**src/rtl/pkt_split_pkg.sv**
```systemverilog
package pkt_split_pkg;
  typedef enum logic [1:0] {
    ST_HDR = 2'd0,
    ST_PAY = 2'd1,
    ST_LEN = 2'd2,
    ST_PAD = 2'd3
  } split_st_e;
endpackage

```
**src/rtl/pkt_split_oreg.sv**
```systemverilog
// One registered write stage; accepts a new entry when empty or draining.
module pkt_split_oreg #(
  parameter int W = 8
) (
  input  logic         clk,
  input  logic         rst,
  input  logic         push,
  input  logic [W-1:0] pdata,
  input  logic         rdy,
  output logic         free,
  output logic         valid,
  output logic [W-1:0] data
);
  assign free = !valid || rdy;

  always_ff @(posedge clk) begin
    if (rst) begin
      valid <= 1'b0;
      data  <= '0;
    end else if (free) begin
      valid <= push;
      if (push) data <= pdata;
    end
  end
endmodule

```
**src/rtl/pkt_split_ctrl.sv**
```systemverilog
// Sequencer: header steering, payload count, length entry, filler.
module pkt_split_ctrl
  import pkt_split_pkg::*;
#(
  parameter int HDR_BYTES   = 4,
  parameter int MAX_PAYLOAD = 64,
  parameter int LW          = 7,
  parameter int DW          = 8
) (
  input  logic          clk,
  input  logic          rst,
  input  logic          in_valid,
  input  logic [7:0]    in_data,
  input  logic          in_last,
  output logic          in_ready,
  input  logic          hfree,
  input  logic          dfree,
  output logic          push_h,
  output logic [DW:0]   h_data,
  output logic          push_d,
  output logic [7:0]    d_data,
  output logic          ovf
);
  localparam int HCW = (HDR_BYTES > 1) ? $clog2(HDR_BYTES) : 1;
  localparam logic [HCW-1:0] HLAST = HCW'(HDR_BYTES - 1);
  localparam logic [LW-1:0]  PMAX  = LW'(MAX_PAYLOAD);
  localparam logic [LW-1:0]  PLAST = LW'(MAX_PAYLOAD - 1);

  split_st_e      st;
  logic [HCW-1:0] hcnt;
  logic [LW-1:0]  pcnt;
  logic           acc;

  assign acc = in_valid && in_ready;

  always_comb begin
    in_ready = 1'b0;
    push_h   = 1'b0;
    h_data   = '0;
    push_d   = 1'b0;
    d_data   = '0;
    unique case (st)
      ST_HDR: begin
        in_ready = hfree && dfree;
        push_h   = acc;
        h_data   = {1'b0, DW'(in_data)};
      end
      ST_PAY: begin
        in_ready = hfree && dfree;
        push_d   = acc && (pcnt < PMAX);
        d_data   = in_data;
      end
      ST_LEN: begin
        push_h = hfree;
        h_data = {1'b1, DW'(pcnt)};
      end
      ST_PAD: begin
        push_d = dfree;
        d_data = 8'h00;
      end
      default: ;
    endcase
  end

  always_ff @(posedge clk) begin
    if (rst) begin
      st   <= ST_HDR;
      hcnt <= '0;
      pcnt <= '0;
      ovf  <= 1'b0;
    end else begin
      unique case (st)
        ST_HDR: if (acc) begin
          if (in_last) begin
            st   <= ST_LEN;
            hcnt <= '0;
          end else if (hcnt == HLAST) begin
            st   <= ST_PAY;
            hcnt <= '0;
          end else begin
            hcnt <= hcnt + 1'b1;
          end
        end
        ST_PAY: if (acc) begin
          if (pcnt < PMAX) pcnt <= pcnt + 1'b1;
          else             ovf  <= 1'b1;
          if (in_last) st <= ST_LEN;
        end
        ST_LEN: if (hfree) begin
          if (pcnt == PMAX) begin
            st   <= ST_HDR;
            pcnt <= '0;
          end else begin
            st <= ST_PAD;
          end
        end
        ST_PAD: if (dfree) begin
          if (pcnt == PLAST) begin
            st   <= ST_HDR;
            pcnt <= '0;
          end else begin
            pcnt <= pcnt + 1'b1;
          end
        end
        default: st <= ST_HDR;
      endcase
    end
  end
endmodule

```
**src/rtl/pkt_splitter.sv**
```systemverilog
module pkt_splitter #(
  parameter  int HDR_BYTES   = 4,
  parameter  int MAX_PAYLOAD = 64,
  localparam int LW          = $clog2(MAX_PAYLOAD + 1),
  localparam int DW          = (LW > 8) ? LW : 8,
  localparam int HW          = DW + 1
) (
  input  logic          clk,
  input  logic          rst,
  input  logic          in_valid,
  output logic          in_ready,
  input  logic [7:0]    in_data,
  input  logic          in_last,
  output logic          hq_valid,
  input  logic          hq_ready,
  output logic [HW-1:0] hq_data,
  output logic          dq_valid,
  input  logic          dq_ready,
  output logic [7:0]    dq_data,
  output logic          ovf_flag
);
  logic          hfree, dfree, push_h, push_d;
  logic [HW-1:0] h_data;
  logic [7:0]    d_data;

  pkt_split_ctrl #(
    .HDR_BYTES(HDR_BYTES), .MAX_PAYLOAD(MAX_PAYLOAD), .LW(LW), .DW(DW)
  ) u_ctrl (
    .clk(clk), .rst(rst),
    .in_valid(in_valid), .in_data(in_data), .in_last(in_last), .in_ready(in_ready),
    .hfree(hfree), .dfree(dfree),
    .push_h(push_h), .h_data(h_data), .push_d(push_d), .d_data(d_data),
    .ovf(ovf_flag)
  );

  pkt_split_oreg #(.W(HW)) u_hreg (
    .clk(clk), .rst(rst), .push(push_h), .pdata(h_data), .rdy(hq_ready),
    .free(hfree), .valid(hq_valid), .data(hq_data)
  );

  pkt_split_oreg #(.W(8)) u_dreg (
    .clk(clk), .rst(rst), .push(push_d), .pdata(d_data), .rdy(dq_ready),
    .free(dfree), .valid(dq_valid), .data(dq_data)
  );
endmodule

```
**config.mk**
```make
export PLATFORM = sky130hd
export DESIGN_NAME = pkt_splitter
export DESIGN_NICKNAME = d
export VERILOG_FILES = /design/src/rtl/pkt_split_pkg.sv /design/src/rtl/pkt_split_oreg.sv /design/src/rtl/pkt_split_ctrl.sv /design/src/rtl/pkt_splitter.sv
export SDC_FILE = /design/constraint.sdc
export NUM_CORES = 1
export LEC_CHECK = 0
export BUFFER_PORTS_ARGS = -buffer_cell sky130_fd_sc_hd__buf_4
export CAP_MARGIN = 25
export CORE_ASPECT_RATIO = 0.7
export CORE_MARGIN = 4
export CORE_UTILIZATION = 45
export DETAILED_ROUTE_END_ITERATION = 8
export MAX_ROUTING_LAYER = met4
export PLACE_DENSITY = 0.8
export SYNTH_ARGS = -nofsm -noshare
export SYNTH_HDL_FRONTEND = slang
export SYNTH_SLANG_ARGS = --single-unit
```
**constraint.sdc**
```tcl
create_clock -name clk -period 3.75 [get_ports clk]
set_input_delay 0.375 -clock clk [delete_from_list [all_inputs] [get_ports clk]]
set_output_delay 0.375 -clock clk [all_outputs]
set_load 0.02 [all_outputs]
```
==> run metrics, run 1 <==
postcts setup bufs 0; first-pass GRT wire length about 7.6 mm; Synth cell types 48; maximum vdd drop 0.307 mV; layout cells sized above 1 0.230; ys async rst share 0; complex-gate fraction of the synthesized area 0.276; final WL between 4 and 5 mm; Final setup viols 0; Pleak slightly below 0.8 nW; placed insts ~260; Syn Inst Count roughly 190; top cell type's share of synthesized area 0.363; Synth Register Bits 31; Starting Density 0.478; mapped cell area around 1700 um^2; DRC 0; DP HPWL roughly 3.3 mm; Pwr Density roughly 560 nW/um^2; Post-synth EDFFs 0; worst-path cell chain inv_2, nor2_1, nand4_1, o32ai_1; CP top delay family simple AND/OR/NAND/NOR gates; gr usage total 0.213; simple-gate area share of the yosys netlist 0.226; post-synthesis xor/xnor area fraction 0; Initial DRC Count around 130; fin. max-slew vios 0; Crit Path Category reg2reg; Die Footprint between 4000 and 5000 um^2; CP Max Fanout 14; nets between 200 and 250; unrepaired setup endpoints after global routing no; Die X-Extent 81.7 um; largest net degree at the start of global routing 30; most common cell in the synthesized netlist dfxtp_1; Tightest Pin Transition between 0.7 and 0.8 ns; clock tree buffer depth 2; vias in the first global route between 1.5k and 2k; Synthesized Nets around 210; Final Non-Filler Cells 272; clk slew on worst S/H paths about 0.07 ns; Post-synth top flop dfxtp_1; Core Box Area 3580 um^2; fraction of the mapped netlist area in adder cells 0.0219; CTS root buf clkbuf_8; Final ANT Viol Nets 0; Global Route met1 Usage 0.310; gr ovfl total 0; Critical Path RT between 3 and 4 ns; Post-synth top cells dfxtp_1 (31), a21oi_1 (16), nand2_1 (15), nand4_1 (11), o21ai_0 (11); Synth area leader dfxtp_1; Slowest-stage cell, CP dfxtp_1; filler instances 305; Die H around 60 um; Final Hold Viols 0; Area Overhead vs Synth 23.6%; status finished clean; Max Cap Viol 0; # port buffers 34; syn avg cell area between 8 and 9 um^2; Yosys warnings 0; post-route setup slack roughly 1.5 ns; Via density roughly 6.2; max incr delay on CP between 0.6 and 0.7 ns; WP buf/inv 1; main combinational cell family by area after synthesis compound AO/OA/AOI/OAI gates; # H-tree levels 2; GRT met2 Usage 0.281; fin crit period 2.26 ns; CTS Hold Buffers Added 0; Worst Setup End Kind flop; clk sink count 31; final core occ 0.590; post-cts resize count 0; hold crit path type in2reg; routed length per instance between 15 and 20 um; post-route setup TNS 0 ns; TritonCTS Buffers 5; row count 18; top post-synthesis cells by area dfxtp_1 (36%), mux2i_1 (5.3%), a21oi_1 (4.7%); IO Pins 35; drt pass-1 iters 5; DR vias 1695; GP Congestion ~0.87; Clock Latency Late Sink roughly 0.29 ns; initial antenna violation count 0; final setup skew between 0.005 and 0.006 ns; Critical Path AT 2.45 ns; Final period util 0.602; pre-CTS WS 1.58 ns; Inserted Diodes 0; Worst setup SP type flop; share of the yosys chip area belonging to registers 0.363; TritonCTS clock tree done; met3 Use GR 0.0562; slew margin rel. 0.494; mux cell area share after synthesis 0.0527; maximum clock rate approximately 440 MHz; busiest grt layer met1
[routing by layer]
| layer | share of wire | vias up |
|---|---|---|
| li1 | - | 811 |
| met1 | 0.46 | 805 |
| met2 | 0.44 | 67 |
| met3 | 0.077 | 12 |
| met4 | 0.017 | 0 |
| met5 | 0 | - |
[final timing paths]
| check | from | to | slack, ns | depth (start not counted) |
|---|---|---|---|---|
| worst max-delay path | u_ctrl.st[0]$_SDFFE_PP0P_ | u_ctrl.pcnt[5]$_SDFFE_PP0P_ | 1.49 | 4 |
| worst min register to register | u_dreg.data[7]$_SDFFE_PP0P_ | u_dreg.data[7]$_SDFFE_PP0P_ | 0.48 | 2 |
| worst max register to register | u_ctrl.st[0]$_SDFFE_PP0P_ | u_ctrl.pcnt[5]$_SDFFE_PP0P_ | 1.49 | 4 |
| worst min-delay path | in_data[0] | u_dreg.data[0]$_SDFFE_PP0P_ | 0.36 | 3 |
[worst reg2reg max path: stages, from the launching register on]
cell     delay, ns
dfxtp_1       0.62
inv_2         0.19
nor2_1        0.61
nand4_1       0.37
o32ai_1       0.37
[cells in the final DEF, fill, tap and decap left out, types with 3 or more instances in the layout]
| cell type | count |
|---|---|
| nand4_1 | 11 |
| dfxtp_1 | 31 |
| a21oi_1 | 16 |
| nor2_1 | 9 |
| ha_1 | 3 |
| mux2i_1 | 9 |
| nand4b_1 | 3 |
| o41ai_1 | 7 |
| nor2b_1 | 3 |
| o32ai_1 | 4 |
| nand2_1 | 15 |
| o22ai_1 | 3 |
| a221oi_1 | 4 |
| clkbuf_8 | 5 |
| o211ai_1 | 7 |
| nor3_1 | 3 |
| nand3_1 | 4 |
| buf_4 | 34 |
| inv_1 | 6 |
| o21ai_0 | 11 |
[logic make-up after synthesis]
group,Yosys count
compound gates,67
simple gates,61
flops,31
buf+inv,23
mux,9
fa+ha+maj,3
[registers in the layout (all words and copies together) (netlist names)]
name,cells
u_ctrl.ovf,1
u_hreg.valid,1
u_ctrl.hcnt,2
u_ctrl.st,2
u_dreg.data,8
u_hreg.data,9
u_dreg.valid,1
u_ctrl.pcnt,7
[power breakdown]
part / total (mW) / leakage [nW] / internal [mW] / switching [mW]
Combinational: 0.385 / 0.452 / 0.139 / 0.246
Sequential: 0.401 / 0.252 / 0.365 / 0.0356
Clock: 0.393 / 0.0654 / 0.265 / 0.127
Total: 1.18 / 0.770 / 0.769 / 0.409
[metrics by stage]
stage / hold slack, ns / instance area (um^2) / power [mW]
after floorplan: 0.448 / 1710 / 0.665
after global placement: 0.465 / 1950 / 0.760
after detailed placement: 0.467 / 1950 / 0.769
after CTS: 0.360 / 2090 / 1.16
after global routing: 0.368 / 2110 / 1.24
final: 0.364 / 2110 / 1.18
[cell type report]
| cell class | instances | area (um^2) | area share |
|---|---|---|---|
| Tap cell | 50 | 62.6 | 0.0296 |
| Clock buffer | 6 | 72.6 | 0.0343 |
| Inverter | 8 | 30.0 | 0.0142 |
| Sequential cell | 31 | 621 | 0.293 |
| Timing Repair Buffer | 35 | 283 | 0.134 |
| Multi-Input combinational cell | 140 | 986 | 0.466 |
| Clock inverter | 2 | 60.1 | 0.0284 |
No activity file was read; power rests on OpenSTA's default activity.
==> inputs of run 2 (changes only) <==
--- a/config.mk
+++ b/config.mk
@@ -5,6 +5,7 @@
 export SDC_FILE = /design/constraint.sdc
 export NUM_CORES = 1
 export LEC_CHECK = 0
+export ABC_AREA = 1
 export BUFFER_PORTS_ARGS = -buffer_cell sky130_fd_sc_hd__buf_4
 export CAP_MARGIN = 25
 export CORE_ASPECT_RATIO = 0.7
@@ -12,7 +13,7 @@
 export CORE_UTILIZATION = 45
 export DETAILED_ROUTE_END_ITERATION = 8
 export MAX_ROUTING_LAYER = met4
-export PLACE_DENSITY = 0.8
+export PLACE_DENSITY = 0.82
 export SYNTH_ARGS = -nofsm -noshare
 export SYNTH_HDL_FRONTEND = slang
 export SYNTH_SLANG_ARGS = --single-unit
==> constraint.sdc (replaced) <==
create_clock -name clk -period 1.8 [get_ports clk]
set_input_delay 0.18 -clock clk [delete_from_list [all_inputs] [get_ports clk]]
set_output_delay 0.18 -clock clk [all_outputs]
set_load 0.02 [all_outputs]
==> run 2 against run 1 <==
First-iteration DRC count down 22%. Highest routed layer unchanged. Sequential power grew to 2.8 times the previous value. Critical path type unchanged. Synthesized cell count increased by 26%. Non-clock buffer count shrank 1. Worst setup slack got worse by 1.3 ns.
==> run metrics, run 2 <==
Critical Path AT 1.78 ns (-0.67 ns); CP Max Fanout 9 (-5); Hold Path Stages 2 (-1); DP HPWL 2.87 mm (-12%); # H-tree levels 2 (unchanged); Pwr Density 1820 nW/um^2 (+230%); initial antenna violation count 0 (unchanged); syn avg cell area 6.73 um^2 (-24%); Post-synth top cells nand2_1 (66), nor2_1 (49), dfxtp_1 (31), inv_1 (20), o21ai_0 (20); pre-CTS WS 0.236 ns (-1.34 ns); TritonCTS Buffers 5 (unchanged); routed length per instance 11.6 um (-32%); top post-synthesis cells by area dfxtp_1 (38%), nand2_1 (15%), nor2_1 (11%); post-synthesis xor/xnor area fraction 0.0106 (+0.0106); Worst Setup End Kind flop; final setup skew 0.00344 ns (-0.00230 ns); simple-gate area share of the yosys netlist 0.379 (+0.153); Initial DRC Count 97 (-22%); Core Box Area 3510 um^2 (-1.9%); Final setup viols 0 (unchanged); total power 3.71 mW (+210%); # port buffers 34 (unchanged); post-route setup slack 0.196 ns (-1.30 ns); Final Hold Viols 0 (unchanged); nets 298 (+25%); Yosys warnings 0 (unchanged); Area Overhead vs Synth 23.4%; Die X-Extent 80.4 um (-1.6%); fin. max-slew vios 0 (unchanged); Clock Latency Late Sink 0.28 ns (about the same); commonest non-fill, non-tap cells in the layout nand2_1 (66), nor2_1 (49), buf_4 (34), dfxtp_1 (31); layout cells sized above 1 0.210 (-0.0198); gr usage total 0.184 (-0.0292); Worst setup SP type flop; drt pass-1 iters 5 (unchanged); slew margin rel. 0.579 (+0.0850); Post-synth EDFFs 0 (unchanged); Final ANT Viol Nets 0 (unchanged); Final period util 0.891 (+0.289); postcts setup bufs 0 (unchanged); Synthesized Nets 262 (+24%); post-route setup TNS 0 ns (unchanged); Pleak 0.961 nW (+25%); DRC 0 (unchanged); mux cell area share after synthesis 0 (-0.0527); Tightest Pin Transition 0.631 ns (-0.126 ns); ys async rst share 0 (unchanged); hold crit path type in2reg; largest net degree at the start of global routing 25 (-17%); Syn Inst Count 245 (+26%); final WL 3.84 mm (-18%); clk slew on worst S/H paths 0.06 ns (about the same); CTS root buf clkbuf_8; status finished clean; Max Cap Viol 0 (unchanged); Largest register FFs 9 (unchanged); Crit Path Category reg2reg; top cell type's share of synthesized area 0.376 (+0.0135); clk sink count 31 (unchanged); CTS Hold Buffers Added 0 (unchanged); filler instances 344 (+13%); GP Congestion 0.878 (+1.3%); Synth area leader dfxtp_1; complex-gate fraction of the synthesized area 0.131 (-0.145); Post-synth top flop dfxtp_1; DR vias 1632 (-3.7%); Die Footprint 4710 um^2 (-3.2%); share of the yosys chip area belonging to registers 0.376 (+0.0135); commonest non-fill, non-tap cell in the layout nand2_1; Most flops, register u_hreg.data; R2R depth 7 (+3); IO Pins 35 (unchanged); vias in the first global route 1375 (-11%); gr ovfl total 0 (unchanged); first-pass GRT wire length 6.35 mm (-17%); Top Registers u_hreg.data (9), u_dreg.data (8), u_ctrl.pcnt (7); Inserted Diodes 0 (unchanged); fin crit period 1.60 ns (-0.653 ns); mapped cell area 1650 um^2 (-3.6%); row count 18 (unchanged); Synth Register Bits 31 (unchanged); Die H 58.7 um (-1.6%); most common cell in the synthesized netlist nand2_1; Via density 4.93 (-21%); TritonCTS clock tree done; post-cts resize count 0 (unchanged); maximum vdd drop 0.751 mV (+140%); fraction of the mapped netlist area in adder cells 0.0228 (+0.000816); Critical Path RT 1.97 ns (-1.97 ns); main combinational cell family by area after synthesis simple AND/OR/NAND/NOR gates; maximum clock rate 623 MHz (+41%); unrepaired setup endpoints after global routing no; clock tree buffer depth 2 (unchanged); Synth cell types 28 (-42%); Starting Density 0.469 (-0.00826)
[run 2: path summary, 6_finish.rpt]
check                         startpoint                           to  slack, ns
min reg2reg  u_ctrl.hcnt[1]$_SDFFE_PP0P_  u_ctrl.hcnt[1]$_SDFFE_PP0P_       0.47
max            u_ctrl.st[1]$_SDFFE_PP0P_  u_hreg.data[1]$_SDFFE_PP0P_       0.20
max reg2reg    u_ctrl.st[1]$_SDFFE_PP0P_  u_hreg.data[1]$_SDFFE_PP0P_       0.20
min                                  rst  u_hreg.data[7]$_SDFFE_PP0P_       0.12
[run 2: final cells by class]
class / count / area [um^2] / share of cell area
Inverter: 24 / 97.6 / 0.0480
Clock buffer: 6 / 72.6 / 0.0357
Multi-Input combinational cell: 185 / 896 / 0.440
Tap cell: 50 / 62.6 / 0.0308
Sequential cell: 31 / 621 / 0.305
Timing Repair Buffer: 34 / 255 / 0.125
Clock inverter: 1 / 30.0 / 0.0148
[run 2: critical path: stages (launching register included)]
cell     delay (ns)
dfxtp_1        0.61
inv_8          0.09
nor2_4         0.16
nand2_1        0.13
inv_1          0.12
nor2_2         0.09
o21ai_0        0.22
nor2_1         0.06
[run 2: cells by family (layout without fill, tap and decap cells)]
group / count (synthesis) / in the layout
DFF: 31 / 31
buffers and inverters: 29 / 65
xor gates and xnor gates: 2 / 2
adders and majority gates: 3 / 3
and+or+nand+nor: 141 / 141
AOI/OAI and AO/OA: 39 / 39
[run 2: where the power goes]
group | total (mW) | internal, mW | switching (mW)
combinational | 1.94 | 0.689 | 1.25
clock | 0.659 | 0.405 | 0.254
sequential | 1.11 | 0.913 | 0.199
total | 3.71 | 2.01 | 1.70
[run 2: layer usage]
layer	track usage	vias to the layer above	part of all wire
met5	-	-	0
met4	0.0723	0	0.018
met3	0.0703	7	0.090
met2	0.252	50	0.41
met1	0.242	725	0.48
li1	-	850	-
[run 2: per-stage QoR]
step | util | std cells | hold slack [ns] | instance area (um^2)
after CTS | 0.579 | 331 | 0.117 | 2030
after detailed placement | 0.550 | 324 | 0.422 | 1930
final | 0.579 | 331 | 0.124 | 2030
after global routing | 0.579 | 331 | 0.122 | 2030
after global placement | 0.550 | 324 | 0.425 | 1930
after floorplan | - | 245 | 0.324 | 1650
